<file path="src/rtl/vps_pkg.sv">
package vps_pkg;
  localparam int PIX_W         = 4;
  localparam int CTRL_W        = 8;
  localparam int CTRL_FILL_BIT = 3;
  localparam int CTRL_NTSC_BIT = 6;
  localparam int CTRL_BANK_BIT = 7;

  typedef logic [2:0] rgb_t;

  typedef struct packed {
    logic mark;
    rgb_t rgb;
  } pix_t;
endpackage

</file>
<file path="src/rtl/vps_ctrl.sv">
module vps_ctrl
  import vps_pkg::*;
(
  input  logic              clk,
  input  logic              rst_n,
  input  logic              wr_i,
  input  logic [CTRL_W-1:0] wdata_i,
  output logic              fill_mode_o,
  output logic              ntsc_o,
  output logic              bank_hi_o
);
  logic [CTRL_W-1:0] ctrl_q, ctrl_d;

  always_comb begin
    ctrl_d = ctrl_q;
    if (wr_i) ctrl_d = wdata_i;
  end

  always_ff @(posedge clk or negedge rst_n) begin
    if (!rst_n) ctrl_q <= '0;
    else        ctrl_q <= ctrl_d;
  end

  assign fill_mode_o = ctrl_q[CTRL_FILL_BIT];
  assign ntsc_o      = ctrl_q[CTRL_NTSC_BIT];
  assign bank_hi_o   = ctrl_q[CTRL_BANK_BIT];


  ntsc_follow_chk: assert property (@(posedge clk) disable iff (!rst_n)
    wr_i |=> (ntsc_o == $past(wdata_i[CTRL_NTSC_BIT])));
endmodule

</file>
<file path="src/rtl/vps_unpack.sv">
module vps_unpack
  import vps_pkg::*;
#(
  parameter int BYTE_W = 8
) (
  input  logic              clk,
  input  logic              rst_n,
  input  logic              load_i,
  input  logic [BYTE_W-1:0] data_i,
  input  logic              step_i,
  output pix_t              pix_o
);
  localparam int NPIX  = BYTE_W / PIX_W;
  localparam int IDX_W = (NPIX > 1) ? $clog2(NPIX) : 1;

  logic [BYTE_W-1:0] byte_q, byte_d;
  logic [IDX_W-1:0]  idx_q, idx_d;
  logic [PIX_W-1:0]  slot [NPIX];

  for (genvar g = 0; g < NPIX; g++) begin : g_slot
    assign slot[g] = byte_q[BYTE_W-1-g*PIX_W -: PIX_W];
  end

  always_comb begin
    byte_d = byte_q;
    idx_d  = idx_q;
    if (load_i) begin
      byte_d = data_i;
      idx_d  = '0;
    end else if (step_i) begin
      idx_d = (32'(idx_q) == NPIX-1) ? '0 : idx_q + 1'b1;
    end
  end

  always_ff @(posedge clk or negedge rst_n) begin
    if (!rst_n) begin
      byte_q <= '0;
      idx_q  <= '0;
    end else begin
      byte_q <= byte_d;
      idx_q  <= idx_d;
    end
  end

  assign pix_o = pix_t'(slot[idx_q]);


  first_slot_chk: assert property (@(posedge clk) disable iff (!rst_n)
    load_i |=> (pix_o == pix_t'($past(data_i[BYTE_W-1 -: PIX_W]))));
endmodule

</file>
<file path="src/rtl/vps_blink.sv">
module vps_blink #(
  parameter int FRAMES = 32
) (
  input  logic clk,
  input  logic rst_n,
  input  logic frame_i,
  output logic blink_o
);
  localparam int CNT_W = (FRAMES > 1) ? $clog2(FRAMES) : 1;

  logic [CNT_W-1:0] cnt_q, cnt_d;
  logic             blink_q, blink_d;

  always_comb begin
    cnt_d   = cnt_q;
    blink_d = blink_q;
    if (frame_i) begin
      if (32'(cnt_q) == FRAMES-1) begin
        cnt_d   = '0;
        blink_d = ~blink_q;
      end else begin
        cnt_d = cnt_q + 1'b1;
      end
    end
  end

  always_ff @(posedge clk or negedge rst_n) begin
    if (!rst_n) begin
      cnt_q   <= '0;
      blink_q <= 1'b0;
    end else begin
      cnt_q   <= cnt_d;
      blink_q <= blink_d;
    end
  end

  assign blink_o = blink_q;


  blink_hold_chk: assert property (@(posedge clk) disable iff (!rst_n)
    !frame_i |=> $stable(blink_o));
endmodule

</file>
<file path="src/rtl/vps_colour.sv">
module vps_colour
  import vps_pkg::*;
(
  input  logic clk,
  input  logic rst_n,
  input  logic pix_ce_i,
  input  logic line_start_i,
  input  logic fill_mode_i,
  input  logic blink_i,
  input  pix_t pix_i,
  output rgb_t rgb_o
);
  logic run_q, run_d;
  rgb_t run_rgb_q, run_rgb_d;
  rgb_t rgb_q, rgb_d;

  always_comb begin
    run_d     = run_q;
    run_rgb_d = run_rgb_q;
    rgb_d     = rgb_q;
    if (line_start_i) begin
      run_d = 1'b0;
    end else if (pix_ce_i) begin
      rgb_d = pix_i.rgb;
      if (fill_mode_i) begin
        if (pix_i.mark) begin
          run_d = ~run_q;
          if (!run_q) run_rgb_d = pix_i.rgb;
        end else if (run_q) begin
          rgb_d = run_rgb_q;
        end
      end else if (pix_i.mark && blink_i) begin
        rgb_d = '0;
      end
    end
  end

  always_ff @(posedge clk or negedge rst_n) begin
    if (!rst_n) begin
      run_q     <= 1'b0;
      run_rgb_q <= '0;
      rgb_q     <= '0;
    end else begin
      run_q     <= run_d;
      run_rgb_q <= run_rgb_d;
      rgb_q     <= rgb_d;
    end
  end

  assign rgb_o = rgb_q;


  rgb_hold_chk: assert property (@(posedge clk) disable iff (!rst_n)
    !pix_ce_i |=> $stable(rgb_o));

  run_clear_chk: assert property (@(posedge clk) disable iff (!rst_n)
    line_start_i |=> !run_q);
endmodule

</file>
<file path="src/rtl/vid_pixel_serializer.sv">
module vid_pixel_serializer
  import vps_pkg::*;
#(
  parameter int BYTE_W       = 8,
  parameter int FLASH_FRAMES = 32
) (
  input  logic              clk,
  input  logic              rst_n,
  input  logic              cpu_wr,
  input  logic [CTRL_W-1:0] cpu_wdata,
  input  logic              fetch_valid,
  input  logic [BYTE_W-1:0] fetch_data,
  input  logic              fetch_strb,
  input  logic              pix_ce,
  input  logic              line_start,
  input  logic              frame_strb,
  output logic              bank_strb0,
  output logic              bank_strb1,
  output logic              ntsc_mode,
  output logic              red,
  output logic              green,
  output logic              blue
);
  logic [1:0] rst_sync_q;
  logic       rst_n_s;
  logic       fill_mode, bank_hi, blink;
  pix_t       cur_pix;
  rgb_t       rgb;

  always_ff @(posedge clk or negedge rst_n) begin
    if (!rst_n) rst_sync_q <= 2'b00;
    else        rst_sync_q <= {rst_sync_q[0], 1'b1};
  end
  assign rst_n_s = rst_sync_q[1];

  vps_ctrl u_ctrl (
    .clk(clk), .rst_n(rst_n_s), .wr_i(cpu_wr), .wdata_i(cpu_wdata),
    .fill_mode_o(fill_mode), .ntsc_o(ntsc_mode), .bank_hi_o(bank_hi)
  );

  vps_unpack #(.BYTE_W(BYTE_W)) u_unpack (
    .clk(clk), .rst_n(rst_n_s), .load_i(fetch_valid), .data_i(fetch_data),
    .step_i(pix_ce), .pix_o(cur_pix)
  );

  vps_blink #(.FRAMES(FLASH_FRAMES)) u_blink (
    .clk(clk), .rst_n(rst_n_s), .frame_i(frame_strb), .blink_o(blink)
  );

  vps_colour u_colour (
    .clk(clk), .rst_n(rst_n_s), .pix_ce_i(pix_ce), .line_start_i(line_start),
    .fill_mode_i(fill_mode), .blink_i(blink), .pix_i(cur_pix), .rgb_o(rgb)
  );

  assign bank_strb0 = fetch_strb & ~bank_hi;
  assign bank_strb1 = fetch_strb &  bank_hi;
  assign red   = rgb[2];
  assign green = rgb[1];
  assign blue  = rgb[0];


  bank_route_chk: assert property (@(posedge clk) disable iff (!rst_n_s)
    fetch_strb |-> ($countones({bank_strb0, bank_strb1}) == 1));
endmodule

</file>
<file path="config.mk">
export PLATFORM = sky130hd
export DESIGN_NAME = vid_pixel_serializer
export DESIGN_NICKNAME = d
export VERILOG_FILES = /design/src/rtl/vps_pkg.sv /design/src/rtl/vps_ctrl.sv /design/src/rtl/vps_unpack.sv /design/src/rtl/vps_blink.sv /design/src/rtl/vps_colour.sv /design/src/rtl/vid_pixel_serializer.sv
export SDC_FILE = /design/constraint.sdc
export NUM_CORES = 1
export LEC_CHECK = 0
export BUFFER_PORTS_ARGS = -buffer_cell sky130_fd_sc_hd__buf_4
export CORE_MARGIN = 5
export CORE_UTILIZATION = 45
export CTS_CLUSTER_DIAMETER = 60
export DETAILED_ROUTE_END_ITERATION = 10
export PLACE_DENSITY = 0.69
export RECOVER_POWER = 100
export REMOVE_ABC_BUFFERS = 1
export SYNTH_ARGS = -nofsm -noshare
export SYNTH_HDL_FRONTEND = slang
export SYNTH_HIERARCHICAL = 1
export SYNTH_SLANG_ARGS = --single-unit
</file>
<file path="constraint.sdc">
create_clock -name clk -period 1.15 [get_ports clk]
set_input_delay 0.115 -clock clk [delete_from_list [all_inputs] [get_ports clk]]
set_output_delay 0.115 -clock clk [all_outputs]
set_load 0.01 [all_outputs]
</file>
== Word level (Yosys, flattened, before mapping) ==
Index checks and enable logic that the tools add are counted.

* Register bits after elaboration: 32
* Input port bits: 24
* Output and inout port bits: 6
* Logic and storage cells: 44

* Add/sub/neg operators: 2
* Order comparisons: 1
* Equal/unequal tests: 1
* Multiplexer cells: 15
* Bitwise logic cells: 7
* Reductions and logical operators: 9

{| class="wikitable"
|+ Operator list
! kind !! number
|-
| 3-bit two-way mux || 4
|-
| 4-bit two-way mux || 3
|-
| 2-bit nonzero test || 4
|-
| 1-bit two-way mux || 7
|-
| 5-bit by 1-bit adder with 5-bit output, second input constant || 1
|-
| 5-bit equality test, second input constant || 1
|-
| 5-bit two-way mux || 1
|-
| 1-bit NOT || 4
|-
| 2-bit AND reduction || 2
|-
| 4-bit AND reduction || 1
|-
| 3-bit AND reduction || 1
|-
| 1-bit AND || 2
|-
| 2-bit greater-or-equal comparator, second input constant || 1
|-
| 1-bit NOT with 2-bit output || 1
|-
| 1-bit adder, second input constant || 1
|-
| 1-bit logical AND || 1
|}

== Longest topological paths before layout ==
Gate-level depths: netlist of the first run.

* Depth in word-level cells: 8
* Gate-level depth with buffers: 6
* Mapped depth without buffers: 6

== Cells and area by module ==
The synthesis of the first run kept the hierarchy.

{| class="wikitable"
|+ By module, submodules not included
! module !! times used !! cells each !! area an instance (µm²) !! seq. area each (µm²)
|-
| vps_unpack || 1 || 24 || 414.1 || 225.2
|-
| vps_colour || 1 || 26 || 340.3 || 175.2
|-
| vps_blink || 1 || 24 || 299.0 || 150.1
|-
| vps_ctrl || 1 || 6 || 108.9 || 75.1
|-
| vid_pixel_serializer || 1 || 5 || 70.1 || 50.0
|}

== Least setup slack after synthesis of the first run ==
OpenSTA, ideal clock, no wires.

* Path type: reg-to-reg
* From: reg u_unpack.idx_q
* To: reg u_colour.rgb_q[0], in the netlist u_colour/rgb_o[0]
* Library setup time: 0.127 ns
* Arrival time: 1.451 ns
* Setup slack: -0.428 ns
* Cell stages (with the launch flop): 5
* Buffers on the path: 0
* Clock period less this slack: 1.578 ns
* Cell sequence: dfrtp_1 -> mux2_2 -> and3b_1 -> a311oi_2 -> a221o_2

{| class="wikitable"
|+ RTL lines
! item !! RTL line !! RTL
|-
| start, declared || vps_unpack.sv:17 || <nowiki>logic [IDX_W-1:0] idx_q, idx_d;</nowiki>
|-
| start signal, assigned || vps_unpack.sv:41 || <nowiki>idx_q <= idx_d;</nowiki>
|-
| end signal, assigned || vps_colour.sv:46 || <nowiki>rgb_q <= rgb_d;</nowiki>
|-
| end, declared || vps_colour.sv:15 || <nowiki>rgb_t rgb_q, rgb_d;</nowiki>
|}

==> results.json, run 1 <==
{
  "status": "finished with violations",
  "violations": "setup timing",
  "synth_seq_cells": 27,
  "wl_um": 2450,
  "dp_hpwl_um": 1750,
  "grt_antenna_before_repair": 0,
  "cp.required_ns": 1.38,
  "grtUsageTotal": 0.137,
  "nNetsFinal": 164,
  "netlist.top_cell.by_area": "dfrtp_1",
  "io_pins": 30,
  "clkSinkCount": 27,
  "power_frac_clock": 0.153,
  "grt_pass1_vias": 938,
  "chipHeight_um": 62.3,
  "worst_hold_path_type": "primary input to register",
  "core_um2": 2690,
  "n_antenna_cell": 0,
  "critPathArrivalTime_ns": 1.70,
  "startpoint": "u_unpack/idx_q",
  "grt_max_degree": 17,
  "area_delta_synth_final_pct": 42.5,
  "switching_share": 0.289,
  "drtAntennaViolNets": 0,
  "syn_inst": 85,
  "r2r-end": "u_colour/rgb_o[2]",
  "rows": 19,
  "wire_per_inst_um": 14.6,
  "syn_avg_cell_area_um2": 14.5,
  "path_class": "register to register",
  "grt_pass1_wl_um": 4310,
  "initial_core_util": 0.459,
  "rsz0062_at_grt": "true",
  "irDropWorstVdd_mv": 1.26,
  "seq_area_frac_synth": 0.548,
  "ys_warn_count": 6,
  "rrSetupSlack_ns": -0.32,
  "power_frac_comb": 0.352,
  "crit_path_end_kind": "register",
  "p_leak_nw": 0.820,
  "hold_viol_final": 0,
  "clockBufferDepth": 2,
  "syn-cell-area_um2": 1230,
  "vias_per_cell": 5.11,
  "port_buffers": 24,
  "yosys-top-cells-area": "dfrtp_1 55%, mux2_4 11%, mux2_2 9.1%",
  "p_seq_frac": 0.495,
  "place_area_um2": 1550,
  "fin_worst_skew_ns": 0.00761,
  "fin_crit_ns": 1.47,
  "fmax_mhz": 680,
  "gp_congestion": 0.774,
  "critPathCapture": "u_colour/rgb_o[2]",
  "pre_cts_slack_ns": -0.369,
  "cp_max_fo": 3,
  "first_iter_violations": 15,
  "report.final.slew_viol_count": 0,
  "cts_max_level": 1,
  "setup_violations": 13,
  "ys_types": 29,
  "fill_cells": 203,
  "cts_buffers": 3,
  "fin_area_um2": 1760,
  "clock_latency_ns": 0.33,
  "cap_violations": 0,
  "cts-root-buf": "clkbuf_4",
  "switchingPower_uw": 773,
  "layout_setup_ws_ns": -0.322,
  "die_w_um": 62.3,
  "finalCritPeriodShare": 1.28,
  "drive_gt1_frac": 0.526,
  "critPathLaunchType": "register",
  "grt-ovfl-total": 0,
  "reg2reg_depth": 4,
  "cts_tree": "built",
  "dr.pass1.iters": 4,
  "internal-power_mw": 1.90,
  "powerDensity_nw_per_um2": 1520,
  "via_count": 859,
  "cts.clk_slew.worst_paths_ns": 0.14,
  "regToRegStartpoint": "u_unpack/idx_q",
  "yosysTopAreaCellShare": 0.548,
  "drc": 0,
  "dieArea_um2": 3890
}
## synth_stat cells
cell	number
a221o_2	3
xor2_1	1
nand2_1	2
o31ai_1	1
inv_1	2
mux2_1	2
nor2_1	2
buf_6	1
and3_1	1
mux2_2	10
nand2b_1	2
conb_1	1
xnor2_1	2
and2_2	1
buf_4	1
mux2i_1	1
nand3_1	3
and2b_2	1
and3b_1	1
and2_1	3
ha_1	2
nor3b_1	1
dfrtp_1	27
nand3b_1	1
mux2_4	9
nand4_1	1
nor3b_2	1
o22ai_2	1
a311oi_2	1
## placed cells by master, fill, tap and decap left out, types with 2 or more instances in the layout
cell	n
a221o_2	3
and2_1	3
buf_4	28
buf_6	4
clkbuf_1	3
clkbuf_4	7
dfrtp_1	27
dlygate4sd3_1	11
inv_1	2
mux2_1	5
mux2_2	6
mux2_4	10
nand3_1	2
nor2_1	2
xnor2_1	2
## worst max-delay path, stage by stage (launching register included)
cell	delay, ns
dfrtp_1	0.42
mux2_4	0.31
and3b_1	0.22
a311oi_2	0.06
a221o_2	0.37
## flip-flops by register name, summed over array words and instances, names as in the netlist
signal              count
u_colour/run_rgb_q      3
u_blink/cnt_q           5
u_ctrl/ctrl_q           3
u_unpack/idx_q          1
u_colour/rgb_o          3
rst_sync_q              2
u_colour/run_q          1
u_unpack/byte_q         8
u_blink/blink_o         1
## stage by stage
stage	setup TNS, ns	hold slack, ns	cells	utilization	total power, mW
2_1_floorplan	-2.92	-0.181	83	-	1.73
3_3_place_gp	-2.72	-0.102	153	0.575	2.04
3_5_place_dp	-3.08	-0.0999	153	0.575	2.09
4_1_cts	-2.53	0.00131	167	0.648	2.66
5_1_grt	-3.33	0.00318	168	0.654	2.84
6_report	-2.58	0.0169	168	0.654	2.67
## how the worst min path moves through the flow
stage	from	to	slack, ns	cells after the start
3_3_place_gp	rst_n	rst_sync_q[0]	-0.10	1
3_5_place_dp	rst_n	rst_sync_q[1]	-0.1	1
4_1_cts	fetch_data[7]	u_unpack/byte_q[7]	0.001	2
6_report	fetch_data[7]	u_unpack/byte_q[7]	0.02	2
5_1_grt	cpu_wdata[3]	u_ctrl/ctrl_q[3]	0.003	2
2_1_floorplan	rst_n	rst_sync_q[0]	-0.18	0
## layout make-up
type / count / area (um2) / share of cell area
sequential: 27 / 676 / 0.385
tap: 31 / 38.8 / 0.0221
multi-input combinational: 54 / 601 / 0.342
timing repair buffer: 50 / 408 / 0.232
inverter: 2 / 7.51 / 0.00427
clock buffer: 4 / 26.3 / 0.0150
## cells by family after synthesis
family,synth area share
adders and majority gates,0.0203
and+or+nand+nor,0.103
AOI/OAI and AO/OA,0.0558
xor gates and xnor gates,0.0213
other,0.00304
DFF,0.548
muxes,0.227
buffers and inverters,0.0213
## metal layers
metal	GRT usage	vias up	part of all wire	wire (um)
met1	0.158	427	0.40	990
met5	0	-	0	0
met4	0.0477	0	0.028	68
li1	-	407	-	-
met3	0.0396	8	0.037	92
met2	0.240	17	0.53	1300
## timing repair
item                       CTS  global route
setup endpoints to repair   14            14
pin swaps                    8             4
gates resized for setup     15             8
hold buffers                10             1
hold endpoints to repair    11             1
setup buffers                1             2
## power by group through the flow
stage	Sequential [mW]	Combinational (mW)	Clock, mW
floorplan	1.32	0.412	0
global placement	1.31	0.730	0
detailed placement	1.32	0.766	0
CTS	1.32	0.913	0.431
global route	1.35	1.03	0.460
finish	1.32	0.941	0.409
No activity file was read; power rests on OpenSTA's default activity.
==> run 2, diff against run 1 <==
Settings changed: CELL_PAD_IN_SITES_DETAIL_PLACEMENT set to 0, CELL_PAD_IN_SITES_GLOBAL_PLACEMENT set to 1, CORE_UTILIZATION 45 to 42, HOLD_SLACK_MARGIN set to 0.05, PLACE_DENSITY 0.69 to not set, PLACE_DENSITY_LB_ADDON set to 0.1.
==> run 2 against run 1 <==
Effect of this change:
- worst hold slack gained 0.084 ns
- fmax shrank 1.0%
- design area grew 0.71%
- flip-flop and latch count is the same
- cell count grew 4.8%
- the flow still finishes with violations (setup timing)
- via count grew 0.12%
- first-iteration DRC count shrank 20%
- die area grew 6.0%
- highest routed layer unchanged
- non-clock buffer count grew 8
- sequential power is essentially flat
- sequential share of layout area shrank 0.27 points
==> results.json, run 2 (synthesis results as in run 1) <==
{
  "grt_max_degree": 26,
  "via_count": 860,
  "fin_crit_ns": 1.49,
  "gp_congestion": 0.750,
  "cp.required_ns": 1.38,
  "dieArea_um2": 4120,
  "fin_cells": 176,
  "finalCritPeriodShare": 1.29,
  "totalPowerFinal_mw": 2.59,
  "dr.pass1.iters": 2,
  "irDropWorstVdd_mv": 1.15,
  "path_class": "register to register",
  "cts.clk_slew.worst_paths_ns": 0.15,
  "wl_um": 2460,
  "critPathArrivalTime_ns": 1.72,
  "fin_worst_skew_ns": 0.0124,
  "clkSinkCount": 27,
  "regMostFlops": "u_unpack/byte_q",
  "n_antenna_cell": 0,
  "first_iter_violations": 12,
  "vias_per_cell": 4.89,
  "critPathLaunchType": "register",
  "port_buffers": 24,
  "path_buf_inv": 0,
  "hold_viol_final": 0,
  "nNetsFinal": 172,
  "largest_reg_flops": 8,
  "cts-root-buf": "clkbuf_4",
  "powerDensity_nw_per_um2": 1460,
  "fmax_mhz": 673,
  "cts_tree": "built",
  "grt_pass1_vias": 922,
  "die_w_um": 64.2,
  "path_cells": "mux2_4 -> and3b_1 -> a311oi_2 -> a221o_2",
  "cts_max_level": 1,
  "initial_core_util": 0.443,
  "clockBufferDepth": 2,
  "tightest_slew_ns": 0.620,
  "grtUsageTotal": 0.132,
  "setup_violations": 12,
  "grt_pass1_wl_um": 4250,
  "drc": 0,
  "clock_latency_ns": 0.33,
  "rows": 19,
  "cap_violations": 0,
  "finalSetupTns_ns": -2.37,
  "placed_cells": 155,
  "grt_antenna_before_repair": 0,
  "worst_hold_path_type": "primary input to async pin",
  "wire_per_inst_um": 14.0,
  "core_um2": 2780,
  "cp_max_fo": 4,
  "io_pins": 30,
  "p_leak_nw": 0.815,
  "slowest_stage": "dfrtp_1",
  "slew_headroom": 0.587,
  "area_delta_synth_final_pct": 43.6,
  "violations": "setup timing",
  "drive_gt1_frac": 0.462,
  "dp_hpwl_um": 1630,
  "drtAntennaViolNets": 0,
  "cts_buffers": 3,
  "status": "finished with violations",
  "grt-ovfl-total": 0,
  "final_cell_mix": "30 x buf_4, 27 x dfrtp_1, 16 x dlygate4sd3_1",
  "crit_family": "compound AO/OA/AOI/OAI gates",
  "layout_commonest_cell": "buf_4",
  "max_stage_delay_ns": 0.42,
  "layout_setup_ws_ns": -0.336,
  "report.final.slew_viol_count": 0,
  "reg_top3": "u_unpack/byte_q: 8 flops, u_blink/cnt_q: 5 flops",
  "crit_path_end_kind": "register",
  "pre_cts_slack_ns": -0.378,
  "chipHeight_um": 64.2,
  "rsz0062_at_grt": "true"
}
==> run 2: cell count changes in the layout (fill, tap and decap cells not counted) <==
cell | before | now
o31ai_2 | 0 | 1
dlygate4sd3_1 | 11 | 16
clkbuf_4 | 7 | 3
mux2_2 | 6 | 9
buf_4 | 28 | 30
mux2_4 | 10 | 4
o31ai_4 | 1 | 0
mux2_1 | 5 | 8
clkbuf_1 | 3 | 7
clkbuf_2 | 1 | 2
nor3b_1 | 0 | 1
nor3b_4 | 1 | 0
==> run 2: through the flow <==
step / hold WS, ns / cell area (um2) / util
final: 0.101 / 1770 / 0.636
after global routing: 0.0973 / 1770 / 0.636
after CTS: 0.0551 / 1800 / 0.646
after detailed placement: -0.102 / 1560 / 0.561
after global placement: -0.103 / 1560 / 0.561
after floorplan: -0.181 / 1210 / -
==> run 2: worst paths after layout <==
check	cells after the start	start	slack, ns	endpoint
worst max-delay path	4	u_unpack/idx_q	-0.34	u_colour/rgb_o[1]
worst min-delay path	2	rst_n	0.10	rst_sync_q[1]
worst max register to register	4	u_unpack/idx_q	-0.34	u_colour/rgb_o[1]
worst min register to register	1	rst_sync_q[1]	0.33	u_unpack/byte_q[1]
max in group asynchronous	1	rst_sync_q[1]	0.41	u_blink/blink_o
min in group clk	4	pix_ce	0.16	u_unpack/idx_q
==> run 2: area by class of cell <==
class                           instances  area (um2)
Fill cell                             210        1010
Clock buffer                            4        26.3
Sequential cell                        27         676
Multi-Input combinational cell         54         558
Timing Repair Buffer                   58         463
Inverter                                2        7.51
Tap cell                               31        38.8
==> run 2: repair_timing <==
| item | CTS | global route |
|---|---|---|
| hold buffers | 14 | 2 |
| buffers inserted | 1 | 1 |
| gates resized for setup | 15 | 2 |
| pin swaps | 10 | 5 |
| hold endpoints to repair | 14 | 2 |
| setup endpoints to repair | 14 | 14 |
==> run 2: per-layer routing <==
| layer | share of wire | GRT usage |
|---|---|---|
| met5 | 0 | 0 |
| met4 | 0.011 | 0.0382 |
| met3 | 0.041 | 0.0368 |
| met2 | 0.54 | 0.242 |
| met1 | 0.41 | 0.149 |
==> run 2: report_power, final <==
group | internal (mW) | switching [mW] | leakage, nW
registers | 1.16 | 0.134 | 0.322
clock network | 0.136 | 0.276 | 0.0150
logic | 0.556 | 0.319 | 0.478
